==> src/rtl/era_pkg.sv <==
package era_pkg;
    localparam int REG_AW = 5;
    localparam int DW     = 8;
    localparam int XAW    = 16;

    localparam logic [REG_AW-1:0] REG_STATUS = 5'h02;
    localparam logic [REG_AW-1:0] REG_XVAL   = 5'h1B;
    localparam logic [REG_AW-1:0] REG_XHI    = 5'h1C;
    localparam logic [REG_AW-1:0] REG_XLO    = 5'h1D;
    localparam logic [REG_AW-1:0] REG_XCTL   = 5'h1E;

    localparam logic [DW-1:0] XCTL_RD = 8'h01;
    localparam logic [DW-1:0] XCTL_WR = 8'h02;

    localparam logic [XAW-1:0] XADDR_SENSE = 16'h0187;
    localparam int ATT_LSB = 6;
    localparam int ATT_W   = 2;

    typedef enum logic [1:0] {
        OP_XRD   = 2'b00,
        OP_XWR   = 2'b01,
        OP_SENSE = 2'b10
    } op_e;

    typedef enum logic [1:0] {
        ERR_NONE    = 2'd0,
        ERR_BUS     = 2'd1,
        ERR_TIMEOUT = 2'd2
    } errc_e;

    typedef enum logic [2:0] {
        PH_IDLE,
        PH_SEQ,
        PH_POLL,
        PH_GAP,
        PH_FETCH,
        PH_CLEAR
    } phase_e;
endpackage

==> src/rtl/era_step_map.sv <==
module era_step_map
    import era_pkg::*;
(
    input  logic              wr_mode,
    input  logic [1:0]        step,
    input  logic [XAW-1:0]    xaddr,
    input  logic [DW-1:0]     xval,
    output logic [REG_AW-1:0] reg_addr,
    output logic [DW-1:0]     reg_data
);
    // Step order is behaviour: value, high address, low address, control.
    always_comb begin
        unique case (step)
            2'd0: begin
                reg_addr = REG_XVAL;
                reg_data = xval;
            end
            2'd1: begin
                reg_addr = REG_XHI;
                reg_data = xaddr[XAW-1 -: DW];
            end
            2'd2: begin
                reg_addr = REG_XLO;
                reg_data = xaddr[DW-1:0];
            end
            default: begin
                reg_addr = REG_XCTL;
                reg_data = wr_mode ? XCTL_WR : XCTL_RD;
            end
        endcase
    end
endmodule

==> src/rtl/era_gap_timer.sv <==
module era_gap_timer #(
    parameter int GAP = 1_000_000
) (
    input  logic clk,
    input  logic rst_n,
    input  logic start,
    output logic expire
);
    localparam int CW = $clog2(GAP + 1);

    logic [CW-1:0] cnt_d, cnt_q;

    always_comb begin
        cnt_d = cnt_q;
        if (start) begin
            cnt_d = CW'(GAP);
        end else if (cnt_q != '0) begin
            cnt_d = cnt_q - 1'b1;
        end
    end

    always_ff @(posedge clk or negedge rst_n) begin
        if (!rst_n) cnt_q <= '0;
        else        cnt_q <= cnt_d;
    end

    assign expire = (cnt_q == CW'(1));
endmodule

==> src/rtl/era_atten_merge.sv <==
module era_atten_merge
    import era_pkg::*;
(
    input  logic [DW-1:0]    cur,
    input  logic [ATT_W-1:0] lvl,
    output logic [DW-1:0]    merged
);
    localparam logic [DW-1:0] FMASK = DW'(((1 << ATT_W) - 1) << ATT_LSB);

    always_comb begin
        merged = (cur & ~FMASK) | (DW'(lvl) << ATT_LSB);
    end
endmodule

==> src/rtl/ext_reg_sequencer.sv <==
module ext_reg_sequencer
    import era_pkg::*;
#(
    parameter int MAX_POLLS = 5,
    parameter int POLL_GAP  = 1_000_000
) (
    input  logic              clk,
    input  logic              rst_n,
    input  logic              cmd_valid,
    output logic              cmd_ready,
    input  logic [1:0]        cmd_op,
    input  logic [XAW-1:0]    cmd_xaddr,
    input  logic [DW-1:0]     cmd_xdata,
    input  logic [ATT_W-1:0]  cmd_level,
    output logic              done,
    output logic [1:0]        err_code,
    output logic [DW-1:0]     rd_data,
    output logic              bus_req,
    output logic              bus_we,
    output logic [REG_AW-1:0] bus_addr,
    output logic [DW-1:0]     bus_wdata,
    input  logic              bus_ack,
    input  logic [DW-1:0]     bus_rdata,
    input  logic              bus_err
);
    localparam int PCW = $clog2(MAX_POLLS + 1);

    typedef struct packed {
        phase_e           phase;
        logic             sense;
        logic             wr_stage;
        logic [1:0]       step;
        logic [PCW-1:0]   polls;
        logic [XAW-1:0]   xaddr;
        logic [DW-1:0]    xval;
        logic [ATT_W-1:0] lvl;
        logic             done;
        errc_e            err;
        logic [DW-1:0]    rdata;
    } st_t;

    st_t s_d, s_q;

    logic [REG_AW-1:0] map_addr;
    logic [DW-1:0]     map_data;
    logic [DW-1:0]     merged;
    logic              gap_start;
    logic              gap_expire;
    logic              xfer;

    era_step_map u_map (
        .wr_mode  (s_q.wr_stage),
        .step     (s_q.step),
        .xaddr    (s_q.xaddr),
        .xval     (s_q.xval),
        .reg_addr (map_addr),
        .reg_data (map_data)
    );

    era_atten_merge u_merge (
        .cur    (bus_rdata),
        .lvl    (s_q.lvl),
        .merged (merged)
    );

    era_gap_timer #(.GAP(POLL_GAP)) u_gap (
        .clk    (clk),
        .rst_n  (rst_n),
        .start  (gap_start),
        .expire (gap_expire)
    );

    // Standard-register request derived from the registered phase only.
    always_comb begin
        bus_req   = 1'b0;
        bus_we    = 1'b0;
        bus_addr  = REG_XCTL;
        bus_wdata = '0;
        unique case (s_q.phase)
            PH_SEQ: begin
                bus_req   = 1'b1;
                bus_we    = 1'b1;
                bus_addr  = map_addr;
                bus_wdata = map_data;
            end
            PH_POLL: begin
                bus_req  = 1'b1;
                bus_addr = REG_XCTL;
            end
            PH_FETCH: begin
                bus_req  = 1'b1;
                bus_addr = REG_XVAL;
            end
            PH_CLEAR: begin
                bus_req   = 1'b1;
                bus_we    = 1'b1;
                bus_addr  = REG_STATUS;
                bus_wdata = '0;
            end
            default: ;
        endcase
    end

    assign xfer = bus_req & bus_ack;

    always_comb begin
        s_d       = s_q;
        s_d.done  = 1'b0;
        gap_start = 1'b0;

        unique case (s_q.phase)
            PH_IDLE: begin
                if (cmd_valid) begin
                    s_d.sense    = cmd_op[1];
                    s_d.lvl      = cmd_level;
                    s_d.xval     = cmd_xdata;
                    s_d.xaddr    = cmd_op[1] ? XADDR_SENSE : cmd_xaddr;
                    s_d.wr_stage = (cmd_op == OP_XWR);
                    s_d.step     = (cmd_op == OP_XWR) ? 2'd0 : 2'd1;
                    s_d.phase    = PH_SEQ;
                end
            end
            PH_SEQ: begin
                if (xfer && !bus_err) begin
                    if (s_q.step == 2'd3) begin
                        s_d.phase = PH_POLL;
                        s_d.polls = '0;
                    end else begin
                        s_d.step = s_q.step + 2'd1;
                    end
                end
            end
            PH_POLL: begin
                if (xfer && !bus_err) begin
                    s_d.polls = s_q.polls + 1'b1;
                    if (bus_rdata == '0) begin
                        if (!s_q.wr_stage) begin
                            s_d.phase = PH_FETCH;
                        end else if (s_q.sense) begin
                            s_d.phase = PH_CLEAR;
                        end else begin
                            s_d.phase = PH_IDLE;
                            s_d.done  = 1'b1;
                            s_d.err   = ERR_NONE;
                        end
                    end else if (s_q.polls == PCW'(MAX_POLLS - 1)) begin
                        s_d.phase = PH_IDLE;
                        s_d.done  = 1'b1;
                        s_d.err   = ERR_TIMEOUT;
                    end else begin
                        s_d.phase = PH_GAP;
                        gap_start = 1'b1;
                    end
                end
            end
            PH_GAP: begin
                if (gap_expire) s_d.phase = PH_POLL;
            end
            PH_FETCH: begin
                if (xfer && !bus_err) begin
                    if (s_q.sense) begin
                        s_d.xval     = merged;
                        s_d.rdata    = merged;
                        s_d.wr_stage = 1'b1;
                        s_d.step     = 2'd0;
                        s_d.phase    = PH_SEQ;
                    end else begin
                        s_d.rdata = bus_rdata;
                        s_d.phase = PH_IDLE;
                        s_d.done  = 1'b1;
                        s_d.err   = ERR_NONE;
                    end
                end
            end
            PH_CLEAR: begin
                if (xfer && !bus_err) begin
                    s_d.phase = PH_IDLE;
                    s_d.done  = 1'b1;
                    s_d.err   = ERR_NONE;
                end
            end
            default: s_d.phase = PH_IDLE;
        endcase

        // A failed sub-access wins over every other outcome, including timeout.
        if (xfer && bus_err) begin
            s_d.phase = PH_IDLE;
            s_d.done  = 1'b1;
            s_d.err   = ERR_BUS;
        end
    end

    always_ff @(posedge clk or negedge rst_n) begin
        if (!rst_n) s_q <= '0;
        else        s_q <= s_d;
    end

    assign cmd_ready = (s_q.phase == PH_IDLE);
    assign done      = s_q.done;
    assign err_code  = s_q.err;
    assign rd_data   = s_q.rdata;

    assert_req_hold_R10: assert property (@(posedge clk) disable iff (!rst_n)
        (bus_req && !bus_ack) |=> (bus_req && $stable(bus_addr) && $stable(bus_we) && $stable(bus_wdata)));

    assert_done_pulse_R9: assert property (@(posedge clk) disable iff (!rst_n)
        done |=> !done);

    assert_ready_quiet_R9: assert property (@(posedge clk) disable iff (!rst_n)
        cmd_ready |-> !bus_req);

    assert_err_stop_R7: assert property (@(posedge clk) disable iff (!rst_n)
        (bus_req && bus_ack && bus_err) |=> (!bus_req && done && err_code == ERR_BUS));

    assert_poll_bound_R4: assert property (@(posedge clk) disable iff (!rst_n)
        (bus_req && !bus_we && bus_addr == REG_XCTL) |-> (s_q.polls < PCW'(MAX_POLLS)));

    assert_timeout_cause_R4: assert property (@(posedge clk) disable iff (!rst_n)
        (bus_req && bus_ack && !bus_err && !bus_we && bus_addr == REG_XCTL && bus_rdata == '0)
        |=> !(done && err_code == ERR_TIMEOUT));
endmodule

==> config.mk <==
export PLATFORM = sky130hd
export DESIGN_NAME = ext_reg_sequencer
export DESIGN_NICKNAME = d
export VERILOG_FILES = /design/src/rtl/era_pkg.sv /design/src/rtl/era_step_map.sv /design/src/rtl/era_gap_timer.sv /design/src/rtl/era_atten_merge.sv /design/src/rtl/ext_reg_sequencer.sv
export SDC_FILE = /design/constraint.sdc
export NUM_CORES = 1
export LEC_CHECK = 0
export BUFFER_PORTS_ARGS = -buffer_cell sky130_fd_sc_hd__buf_2
export CAP_MARGIN = 20
export CORE_MARGIN = 2
export CORE_UTILIZATION = 35
export CTS_CLUSTER_SIZE = 10
export DETAILED_ROUTE_END_ITERATION = 16
export HOLD_SLACK_MARGIN = 0.08
export PLACE_DENSITY = 0.66
export SYNTH_ARGS = -nofsm -noshare
export SYNTH_HDL_FRONTEND = slang
export SYNTH_HIERARCHICAL = 1
export SYNTH_SLANG_ARGS = --single-unit
==> constraint.sdc <==
create_clock -name clk -period 2.8 [get_ports clk]
set_input_delay 0.42 -clock clk [delete_from_list [all_inputs] [get_ports clk]]
set_output_delay 0.42 -clock clk [all_outputs]
set_load 0.05 [all_outputs]
# Word level (Yosys, flattened, before mapping)
# Index checks and enable logic that the tools add are counted.
# totals
ff_bits,67
input_bits,41
word_cells,117
# op_classes
addsub,3
eq_ne,27
muxes,52
bitwise,2
n_reduce_logical,21
# ops
operator,n
$mux W3,21
$mux W20,2
$mux W8,4
$pmux W8 S3,1
$eq A20 B1 Y1 const B,1
$reduce_bool A20 Y1,1
$sub A20 B1 Y20 const B,1
$ne A3 B3 Y1 const B,6
$pmux W3 S3,2
$pmux W3 S6,1
$mux W16,1
$pmux W8 S2,1
$pmux W5 S3,1
$ne A2 B2 Y1 const B,7
$reduce_and A6 Y1,2
$mux W11,1
$mux W10,1
$eq A3 B3 Y1 const B,3
$logic_not A8 Y1,1
$mux W1,8
$ne A4 B4 Y1 const B,2
$or A6 B8 Y8,1
$reduce_and A4 Y1,2
$mux W7,1
24 further kinds,33

# Depth between registers and ports, before layout
# Gate-level depths: netlist (run 1).
# depth
depth_word,8
mapped_depth,10
depth_no_buf,9

# Cells and area by module
# Netlist (run 1), hierarchy kept.
# modules_own_cells
module,instances,cells_per_inst,area_per_inst_um2,seq_area_each_um2
ext_reg_sequencer,1,301,2720.1,1176.1
era_gap_timer,1,134,1266.2,500.5
era_step_map,1,33,242.7,0.0
era_atten_merge,1,8,60.1,0.0

# Worst setup path before layout (run 1)
# No wires, ideal clock.
# synth_path
path_kind,reg-to-reg
from,register s_q[46] in the netlist's numbering
to,register u_gap.cnt_q[4]
arrival_ns,3.025
t_required_ns,2.672
setup_slack_ns,-0.352
path_stages_with_launch,11
n_path_buf,3
cell_sequence,dfrtp_1 > buf_6 > nor3_1 > or3_1 > buf_2 > nor2_1 > nand2b_1 > nor2_4 > buf_6 > a21oi_1 > mux2_1
# synth_via
elab_chain_cells,8
# synth_lines
element,line_no,rtl
start: declaration,ext_reg_sequencer.sv:42,"st_t s_d, s_q;"
start signal: assignment,ext_reg_sequencer.sv:194,if (!rst_n) s_q <= '0;
start signal: assignment,ext_reg_sequencer.sv:195,else s_q <= s_d;
$eq A3 B3 Y1 (tied with other cells),ext_reg_sequencer.sv:79,unique case (s_q.phase)
$reduce_or A4 Y1 (no source line),-,
$mux W1,ext_reg_sequencer.sv:79,
$and A1 B1 Y1,ext_reg_sequencer.sv:104,assign xfer = bus_req & bus_ack;
$logic_and A1 B1 Y1,ext_reg_sequencer.sv:134,if (xfer && !bus_err) begin
$mux W1,ext_reg_sequencer.sv:134,
$mux W1 (*),ext_reg_sequencer.sv:111,unique case (s_q.phase)
via gap_start,ext_reg_sequencer.sv:47,logic gap_start;
$mux W20 / $reduce_bool A2 Y1 (equally long branches),-,
end signal: assignment,era_gap_timer.sv:24,else cnt_q <= cnt_d;
end: declaration,era_gap_timer.sv:11,"logic [CW-1:0] cnt_d, cnt_q;"
# The timed path passes the listed nets; every way through them passes the cells marked *.
# A chain may end at the register's enable or synchronous reset.

# Worst setup path in the final report (run 1)
# layout_path
from,register s_q[44] in the netlist's numbering
to,register u_gap.cnt_q[3]
# The elaborated chain is that of the path after synthesis.

==> qor_table.md, run 1 <==
| Group | Metric | This run |
|---|---|---|
| outcome | Run status | finished clean |
| global routing | Global-route wire length before repair | 17500 um |
| synth | Post-synth ARST share | 100% |
| power | Power Density | 868 nW/um2 |
| synth | Mapped Area | 4290 um2 |
| placed design | Number of input and output port buffers inserted | 67 |
| global routing | Busiest metal layer after global routing | met2 |
| cts | Clock tree from TritonCTS | built |
| critical path | CP Data Required Time | 3.01 ns |
| synth | Netlist cell types | 62 |
| sta | Slew Limit Headroom | 43.0% |
| detailed routing | Average detailed-routed wire length per instance | 16.1 um |
| synth | Sequential cell area fraction in the yosys report | 39.1% |
| sta | Clock skew | 0.00684 ns |
| layout | Top library cells by usage in the layout, fill and taps aside | 67 x sky130_fd_sc_hd__dfrtp_1, 67 x sky130_fd_sc_hd__buf_2, 47 x sky130_fd_sc_hd__nand2_1, 39 x sky130_fd_sc_hd__nor2_1, 35 x sky130_fd_sc_hd__o21ai_0 |
| critical path | CP Capture Type | register |
| layout | Diodes inserted | 0 |
| synth | Top flip-flop cell by instance count after synthesis | sky130_fd_sc_hd__dfrtp_1 |
| global routing | GR Overflow Total | 0 |
| cts | Total CTS buffers | 9 |
| sta | Portion of the clock cycle consumed by the worst path in the final layout | 95.4% |
| sta | RSZ-0062 raised after global routing | no |
| worst hold path | Worst min path class | input pin to async pin |
| synth | Share of the synthesized area in compound gates (AO/OA/AOI/OAI) | 16.3% |
| detailed routing | Count of TritonRoute iterations in the first routing pass | 6 |
| global routing | Routing usage on met2 | 26.4% |
| floorplan | Initial cell density of the core | 35.7% |
| power | Maximum resistive drop on vdd | 0.000292 V |
| global routing | All-layer global routing usage | 17.0% |
| placed design | Detail Placement HPWL | 7930 um |
| global routing | Met1 demand-to-capacity share in global routing | 21.5% |
| sta | Total negative setup slack | 0 ns |
| critical path | Arrival @ worst endpoint | 2.88 ns |
| synth | Top post-synthesis cells by area | sky130_fd_sc_hd__dfrtp_1 39%, sky130_fd_sc_hd__mux2_2 5.0%, sky130_fd_sc_hd__nand2_1 4.1% |
| power | Leakage dissipation | 2.13 nW |
| sta | Max Transition Viols Final | 0 |
| synth | Combinational family with the most area after synthesis | simple AND/OR/NAND/NOR gates |
| global routing | Pin count of the biggest net entering global routing | 68 |
| sta | Max Clk Rate | 375 MHz |
| layout | Net count, final | 576 |
| placed design | Cell total after placement | 660 |
| critical path | Startpoint class of the critical path | register |
| cts | Buffers inserted during post-CTS setup optimization | 0 |
| layout | Final design utilization | 41.0% |
| sta | Finish-stage setup viols | 0 |
| placed design | Placer's final routability congestion estimate | 0.941 |
| synth | Share of synthesized cell area in full adder, half adder and majority cells | 3.21% |
| detailed routing | Number of violations reported at the end of detailed-routing iteration 0 | 382 |
| detailed routing | Via count | 3718 |
| layout | Fillcell total | 1196 |
| synth | Multiplexer share of the synthesized area | 8.75% |
| sta | Post-layout min period | 2.67 ns |
| detailed routing | Remaining routing DRC violations | 0 |
| synth | Synth Area per Inst | 9.01 um2 |
| synth | Post-synthesis cell count | 476 |
| layout | Non-filler cells in the finished layout | 675 |
| global routing | Met3 GRT Util | 4.55% |
| power | Total Power | 4.28 mW |
| cts | CTS Buffer Depth | 2 |
| critical path | Worst-path maximum fanout | 8 |
| synth | Cell taking the most area after synthesis | sky130_fd_sc_hd__dfrtp_1 |
| cts | Number of buffers added to fix hold violations after cts | 0 |
| synth | Number of synthesized register bits | 67 |
| flow run | Max-cap violations | 0 |
| cts | Clock insertion delay at the later pin of the skew report | 0.33 ns |
| sta | Slew @ Worst Pin | 0.855 ns |
| global routing | Antenna violations before repair | 0 |
| floorplan | Row count | 40 |
| floorplan | Core area | 12000 um2 |
| cts | Clock-pin slew on the worst setup and hold paths | 0.06 ns |
| synth | Number of synthesized flops with an enable pin | 0 |
| detailed routing | Final routed wirelength across all metal layers | 10900 um |
| floorplan | DIE HEIGHT | 115 um |
| cts | Number of clock sinks | 67 |
| critical path | WS Path Type | register to register |
| synth | Synth Area in XOR/XNOR | 0.204% |
| cts | # H-tree levels | 3 |
| layout | Syn-to-layout area delta | 14.9% |
| synth | Yosys synthesis warning count | 6 |
| synth | Area share of the largest cell type after synthesis | 39.1% |
| floorplan | # IOs | 68 |
| synth | Simple logic cell fraction of the synthesized area | 24.1% |
| sta | Endpoints failing hold | 0 |
| floorplan | Die Outline Area | 13200 um2 |
| floorplan | Horizontal extent of the die | 115 um |
| layout | Fraction of final layout cells with drive strength greater than 1 | 24.8% |
| detailed routing | Antenna Nets Post-Route | 0 |
| cts | Root cell of the clock tree | sky130_fd_sc_hd__clkbuf_16 |
| detailed routing | Detailed-route vias per instance | 5.51 |
| global routing | Via count of the first global-routing pass | 3481 |
[critical path: stages (launching register included)]
cell                        delay (ns)
sky130_fd_sc_hd__dfrtp_1          0.47
sky130_fd_sc_hd__o21a_1           0.23
sky130_fd_sc_hd__or3_1            0.40
sky130_fd_sc_hd__nor2_1           0.17
sky130_fd_sc_hd__nand2b_1         0.26
sky130_fd_sc_hd__nor2_4           0.09
sky130_fd_sc_hd__a2111oi_0        0.53
sky130_fd_sc_hd__mux2_2           0.40
[final timing paths]
kind / cells past startpoint / start / slack, ns / endpoint
worst max-delay path: 7 / s_q[44] / 0.13 / u_gap/cnt_q[3]
worst min-delay path: 2 / rst_n / 0.29 / s_q[46]
worst max register to register: 7 / s_q[44] / 0.13 / u_gap/cnt_q[3]
worst min register to register: 2 / s_q[23] / 0.48 / s_q[23]
max in group asynchronous: 2 / rst_n / 1.96 / s_q[35]
min in group clk: 3 / cmd_xaddr[4] / 0.34 / s_q[25]
[cells by family after synthesis]
logic type               Yosys count
buffers and inverters             67
flip-flops                        67
adder cells (fa/ha/maj)           11
multiplexers                      35
other                              1
AO/OA/AOI/OAI                    104
AND/OR/NAND/NOR                  190
XOR/XNOR                           1
[power breakdown]
| group | switching, mW | internal (mW) | leakage, nW |
|---|---|---|---|
| Sequential | 0.337 | 1.26 | 0.795 |
| Combinational | 1.02 | 0.649 | 1.20 |
| Clock | 0.400 | 0.613 | 0.132 |
[metrics by stage]
stage          area, um2  hold slack [ns]  setup WS [ns]
2_1_floorplan       4300            0.124        0.00548
3_3_place_gp        4660            0.466          0.225
3_5_place_dp        4660            0.470          0.160
4_1_cts             4920            0.324          0.120
5_1_grt             4930            0.346         0.0277
6_report            4930            0.293          0.130
[sequential cells by signal, indices dropped and copies added, names as in the netlist]
name and cells:
done 1, err_code 2, u_gap/cnt_q 20, s_q 36
rd_data 8
[metal layers]
layer	vias to the layer above	wire length, um
li1	1778	-
met1	1793	4690
met2	116	5140
met3	31	618
met4	0	455
met5	-	0
[layout make-up]
| class | instances | area (um2) | area share [%] |
|---|---|---|---|
| multi-input combinational | 343 | 2280 | 46.2 |
| sequential | 67 | 1680 | 34.0 |
| timing repair buffer | 83 | 455 | 9.24 |
| clock buffer | 12 | 246 | 5.00 |
| tap | 147 | 184 | 3.73 |
| inverter | 20 | 75.1 | 1.52 |
| clock inverter | 3 | 15.0 | 0.305 |
[timing repair]
| item | CTS | global route |
|---|---|---|
| setup endpoints to repair | 0 | 3 |
| resized for setup | 0 | 1 |
| hold endpoints to repair | 0 | 0 |
[synthesized netlist by cell type, types with 3 or more instances]
master	number
sky130_fd_sc_hd__nand3_1	11
sky130_fd_sc_hd__nor2_1	39
sky130_fd_sc_hd__o211ai_1	3
sky130_fd_sc_hd__buf_2	7
sky130_fd_sc_hd__mux2i_1	15
sky130_fd_sc_hd__and2_1	8
sky130_fd_sc_hd__mux2_2	19
sky130_fd_sc_hd__or4_1	8
sky130_fd_sc_hd__nor2b_1	14
sky130_fd_sc_hd__nand2_1	47
sky130_fd_sc_hd__or2_2	5
sky130_fd_sc_hd__o21ai_0	35
sky130_fd_sc_hd__nand4_1	7
sky130_fd_sc_hd__nor3_1	5
sky130_fd_sc_hd__inv_1	20
sky130_fd_sc_hd__dfrtp_1	67
sky130_fd_sc_hd__ha_1	11
sky130_fd_sc_hd__nor3b_1	4
sky130_fd_sc_hd__a21o_1	3
sky130_fd_sc_hd__nand2b_1	17
sky130_fd_sc_hd__a211oi_1	3
sky130_fd_sc_hd__buf_4	21
sky130_fd_sc_hd__or3_1	6
sky130_fd_sc_hd__a21oi_1	21
sky130_fd_sc_hd__nor4_1	6
sky130_fd_sc_hd__o31ai_1	8
sky130_fd_sc_hd__a222oi_1	8
sky130_fd_sc_hd__clkbuf_1	14
Power figures use the tool's default switching activity.
==> run 2, diff against run 1 <==
- ABC_AREA: unset -> 1
==> qor_table.md, run 2 <==
| Group | Metric | This run | vs previous |
|---|---|---|---|
| cts | Clock tree from TritonCTS | built |  |
| power | Sw frac | 44.7% | +3.6 points |
| placed design | Number of input and output port buffers inserted | 67 | unchanged |
| synth | Synth Area per Inst | 7.17 um2 | -20% |
| worst hold path | Worst min path class | input pin to async pin |  |
| detailed routing | Average detailed-routed wire length per instance | 13.4 um | -17% |
| cts | Number of clock sinks | 67 | unchanged |
| power | Portion of total power attributed to the clock network | 23.0% | -0.7 points |
| layout | Diodes inserted | 0 | unchanged |
| critical path | Worst reg2reg startpoint | s_q[46] |  |
| cts | CTS Buffer Depth | 2 | unchanged |
| sta | Slew Limit Headroom | 59.8% | +17 points |
| synth | Post-synth ARST share | 100% | unchanged |
| synth | Top cell types by occurrence after synthesis | 154 x sky130_fd_sc_hd__nand2_1, 83 x sky130_fd_sc_hd__nor2_1, 76 x sky130_fd_sc_hd__inv_1 |  |
| cts | Number of buffers added to fix hold violations after cts | 0 | unchanged |
| power | Part of the power in combinational logic | 43.3% | +4.3 points |
| critical path | CP Capture Type | output port |  |
| layout | Syn-to-layout area delta | 14.7% |  |
| layout | Top library cells by usage in the layout, fill and taps aside | 154 x sky130_fd_sc_hd__nand2_1, 83 x sky130_fd_sc_hd__nor2_1, 76 x sky130_fd_sc_hd__inv_1, 67 x sky130_fd_sc_hd__dfrtp_1, 67 x sky130_fd_sc_hd__buf_2 |  |
| placed design | Detail Placement HPWL | 8250 um | +4.1% |
| global routing | Global-route wire length before repair | 17700 um | +1.1% |
| layout | Net count, final | 699 | +21% |
| global routing | GR Overflow Total | 0 | unchanged |
| global routing | Antenna violations before repair | 0 | unchanged |
| critical path | Worst-path maximum fanout | 10 | +2 |
| synth | Yosys synthesis warning count | 6 | unchanged |
| synth | Top post-synthesis cells by area | sky130_fd_sc_hd__dfrtp_1 39%, sky130_fd_sc_hd__nand2_1 13%, sky130_fd_sc_hd__nor2_1 7.3% |  |
| critical path | Cell depth of the worst flop-to-flop path | 11 | +4 |
| detailed routing | Remaining routing DRC violations | 0 | unchanged |
| sta | Portion of the clock cycle consumed by the worst path in the final layout | 86.3% | -9.1 points |
| power | Internal power consumption | 2.69 mW | +6.7% |
| cts | Buffers inserted during post-CTS setup optimization | 0 | unchanged |
| floorplan | DIE HEIGHT | 115 um | about the same |
| flow run | Max-cap violations | 0 | unchanged |
| synth | Post-synthesis cell count | 598 | +26% |
| power | Maximum resistive drop on vdd | 0.000546 V | +87% |
| critical path | Slack of the worst reg-to-reg path | 0.44 ns | +0.31 ns |
| floorplan | Core area | 12000 um2 | -0.42% |
| synth | Mapped Area | 4290 um2 | about the same |
| layout | Total area of sequential cells | 1680 um2 | unchanged |
| outcome | Run status | finished clean |  |
| detailed routing | Count of TritonRoute iterations in the first routing pass | 5 | -1 |
| power | Leakage dissipation | 2.57 nW | +21% |
| detailed routing | Final routed wirelength across all metal layers | 10700 um | -2.0% |
| sta | Max Transition Viols Final | 0 | unchanged |
| critical path | FF-to-FF End | u_gap/cnt_q[11] |  |
| power | Total Power | 4.87 mW | +14% |
| power | Net load switching power | 2.18 mW | +24% |
| synth | Number of synthesized register bits | 67 | unchanged |
| global routing | All-layer global routing usage | 17.1% | +0.12 points |
| cts | Root cell of the clock tree | sky130_fd_sc_hd__clkbuf_16 |  |
| layout | Number of flip-flops under the largest register name | 36 | unchanged |
| cts | Clock insertion delay at the later pin of the skew report | 0.34 ns | about the same |
| placed design | Placer's final routability congestion estimate | 0.871 | -7.5% |
| synth | Netlist cell types | 40 | -35% |
| critical path | Arrival @ worst endpoint | 2.00 ns | -0.88 ns |
| cts | Total CTS buffers | 9 | unchanged |
| layout | Most common cell after layout, fill and taps aside | sky130_fd_sc_hd__nand2_1 |  |
| global routing | Pin count of the biggest net entering global routing | 47 | -31% |
| sta | Slew @ Worst Pin | 0.603 ns | -0.252 ns |
| floorplan | Die Outline Area | 13200 um2 | about the same |
| sta | RSZ-0062 raised after global routing | no |  |
| detailed routing | Number of violations reported at the end of detailed-routing iteration 0 | 176 | -54% |
| floorplan | Row count | 40 | unchanged |
| sta | Endpoints failing hold | 0 | unchanged |
| cts | Clock-pin slew on the worst setup and hold paths | 0.06 ns | about the same |
| synth | Cell taking the most area after synthesis | sky130_fd_sc_hd__dfrtp_1 |  |
| sta | Finish-stage setup viols | 0 | unchanged |
| critical path | Startpoint class of the critical path | register |  |
| synth | Top flip-flop cell by instance count after synthesis | sky130_fd_sc_hd__dfrtp_1 |  |
| detailed routing | Antenna Nets Post-Route | 0 | unchanged |
| synth | Most instantiated library cell after synthesis | sky130_fd_sc_hd__nand2_1 |  |
| floorplan | Initial cell density of the core | 35.8% | +0.14 points |
| layout | Largest reg by FF count | s_q |  |
| critical path | CP Data Required Time | 2.38 ns | -0.63 ns |
| power | Power Density | 990 nW/um2 | +14% |
| critical path | WS Path Type | register to output port |  |
| detailed routing | Via count | 3927 | +5.6% |
| cts | # resized after CTS | 0 | unchanged |
| synth | Area share of the largest cell type after synthesis | 39.1% | about the same |
| synth | Sequential cell area fraction in the yosys report | 39.1% | about the same |
| floorplan | Horizontal extent of the die | 115 um | about the same |
| layout | Area occupied by multi-input gates | 2070 um2 | -9.1% |
| cts | # H-tree levels | 3 | unchanged |
| sta | Total negative setup slack | 0 ns | unchanged |
| power | Sequential group share of total power | 33.6% | -3.7 points |
| global routing | Via count of the first global-routing pass | 3812 | +9.5% |
| sta | Post-layout min period | 2.42 ns | -0.254 ns |
| layout | Fillcell total | 1232 | +3.0% |
| sta | Clock skew | 0.00793 ns | +0.00110 ns |
| layout | Fraction of final layout cells with drive strength greater than 1 | 18.7% | -6.1 points |
| floorplan | # IOs | 68 | unchanged |
| synth | Number of synthesized flops with an enable pin | 0 | unchanged |
| detailed routing | Detailed-route vias per instance | 4.91 | -11% |
| sta | Max Clk Rate | 414 MHz | +11% |
==> run 2: cell types whose count changed after synthesis, sizes merged, moves of 14 or more <==
cell and change:
nand2b -17, nor2b -14, nor2 +54, inv +63, nand2 +114, mux2 -20
mux2i -15, nand3 +36
==> run 2: worst max-delay path by stage <==
stage                     cells past startpoint     from               to
after floorplan                               9  s_q[40]     bus_wdata[0]
after global placement                       11  s_q[46]  u_gap/cnt_q[13]
after detailed placement                     11  s_q[46]  u_gap/cnt_q[13]
after CTS                                     9  s_q[40]     bus_wdata[4]
after global routing                         11  s_q[46]  u_gap/cnt_q[10]
final                                         9  s_q[40]     bus_wdata[4]
==> run 2: layer usage <==
metal  up-vias  global-route usage, %  part of all wire, %
met5         -                      0                    0
met4         0                   7.15                  1.9
met3        17                   3.76                  5.3
met2       109                   27.2                   47
met1      1820                   22.5                   46
li1       1981                      -                    -
==> run 2: cells by family (layout without fill, tap and decap cells) <==
family / Yosys count / after routing / synth area share, %
compound gates: 80 / 80 / 11.7
xor+xnor: 2 / 2 / 0.409
fa+ha+maj: 11 / 11 / 3.21
buf+inv: 118 / 171 / 12.7
flops: 67 / 67 / 39.1
other cells: 1 / 2 / 0.0875
simple gates: 319 / 319 / 32.8
==> run 2: power by group through the flow <==
stage | clock (mW) | sequential [mW] | combinational [mW]
4_1_cts | 1.14 | 1.64 | 2.11
6_report | 1.12 | 1.64 | 2.11
5_1_grt | 1.19 | 1.69 | 2.38
3_3_place_gp | 0 | 1.64 | 2.06
2_1_floorplan | 0 | 1.54 | 1.74
3_5_place_dp | 0 | 1.65 | 2.10
==> run 2: area by class of cell <==
type / instances / area share (%)
Multi-Input combinational cell: 414 / 42.1
Sequential cell: 67 / 34.1
Timing Repair Buffer: 71 / 7.68
Inverter: 84 / 6.44
Clock buffer: 9 / 4.58
Tap cell: 147 / 3.74
Clock inverter: 7 / 1.40
==> run 2: per-stage QoR <==
| step | hold slack (ns) | instances | setup WS (ns) | cell area, um2 | utilization (%) |
|---|---|---|---|---|---|
| after floorplan | 0.124 | 599 | 0.698 | 4290 | - |
| after global placement | 0.447 | 783 | 0.627 | 4620 | 38.7 |
| after detailed placement | 0.448 | 783 | 0.469 | 4620 | 38.7 |
| after CTS | 0.0937 | 799 | 0.393 | 4920 | 41.1 |
| after global routing | 0.118 | 799 | 0.188 | 4920 | 41.1 |
| final | 0.0762 | 799 | 0.384 | 4920 | 41.1 |
==> run 2: critical path: stages (launching register included) <==
cell and delay, ns:
sky130_fd_sc_hd__dfrtp_1 0.44, sky130_fd_sc_hd__inv_1 0.14, sky130_fd_sc_hd__ha_1 0.35, sky130_fd_sc_hd__nand2_1 0.13, sky130_fd_sc_hd__nand3_1 0.11, sky130_fd_sc_hd__nand2_1 0.06, sky130_fd_sc_hd__inv_1 0.05, sky130_fd_sc_hd__inv_1 0.03
sky130_fd_sc_hd__nor2_1 0.08, sky130_fd_sc_hd__buf_2 0.28
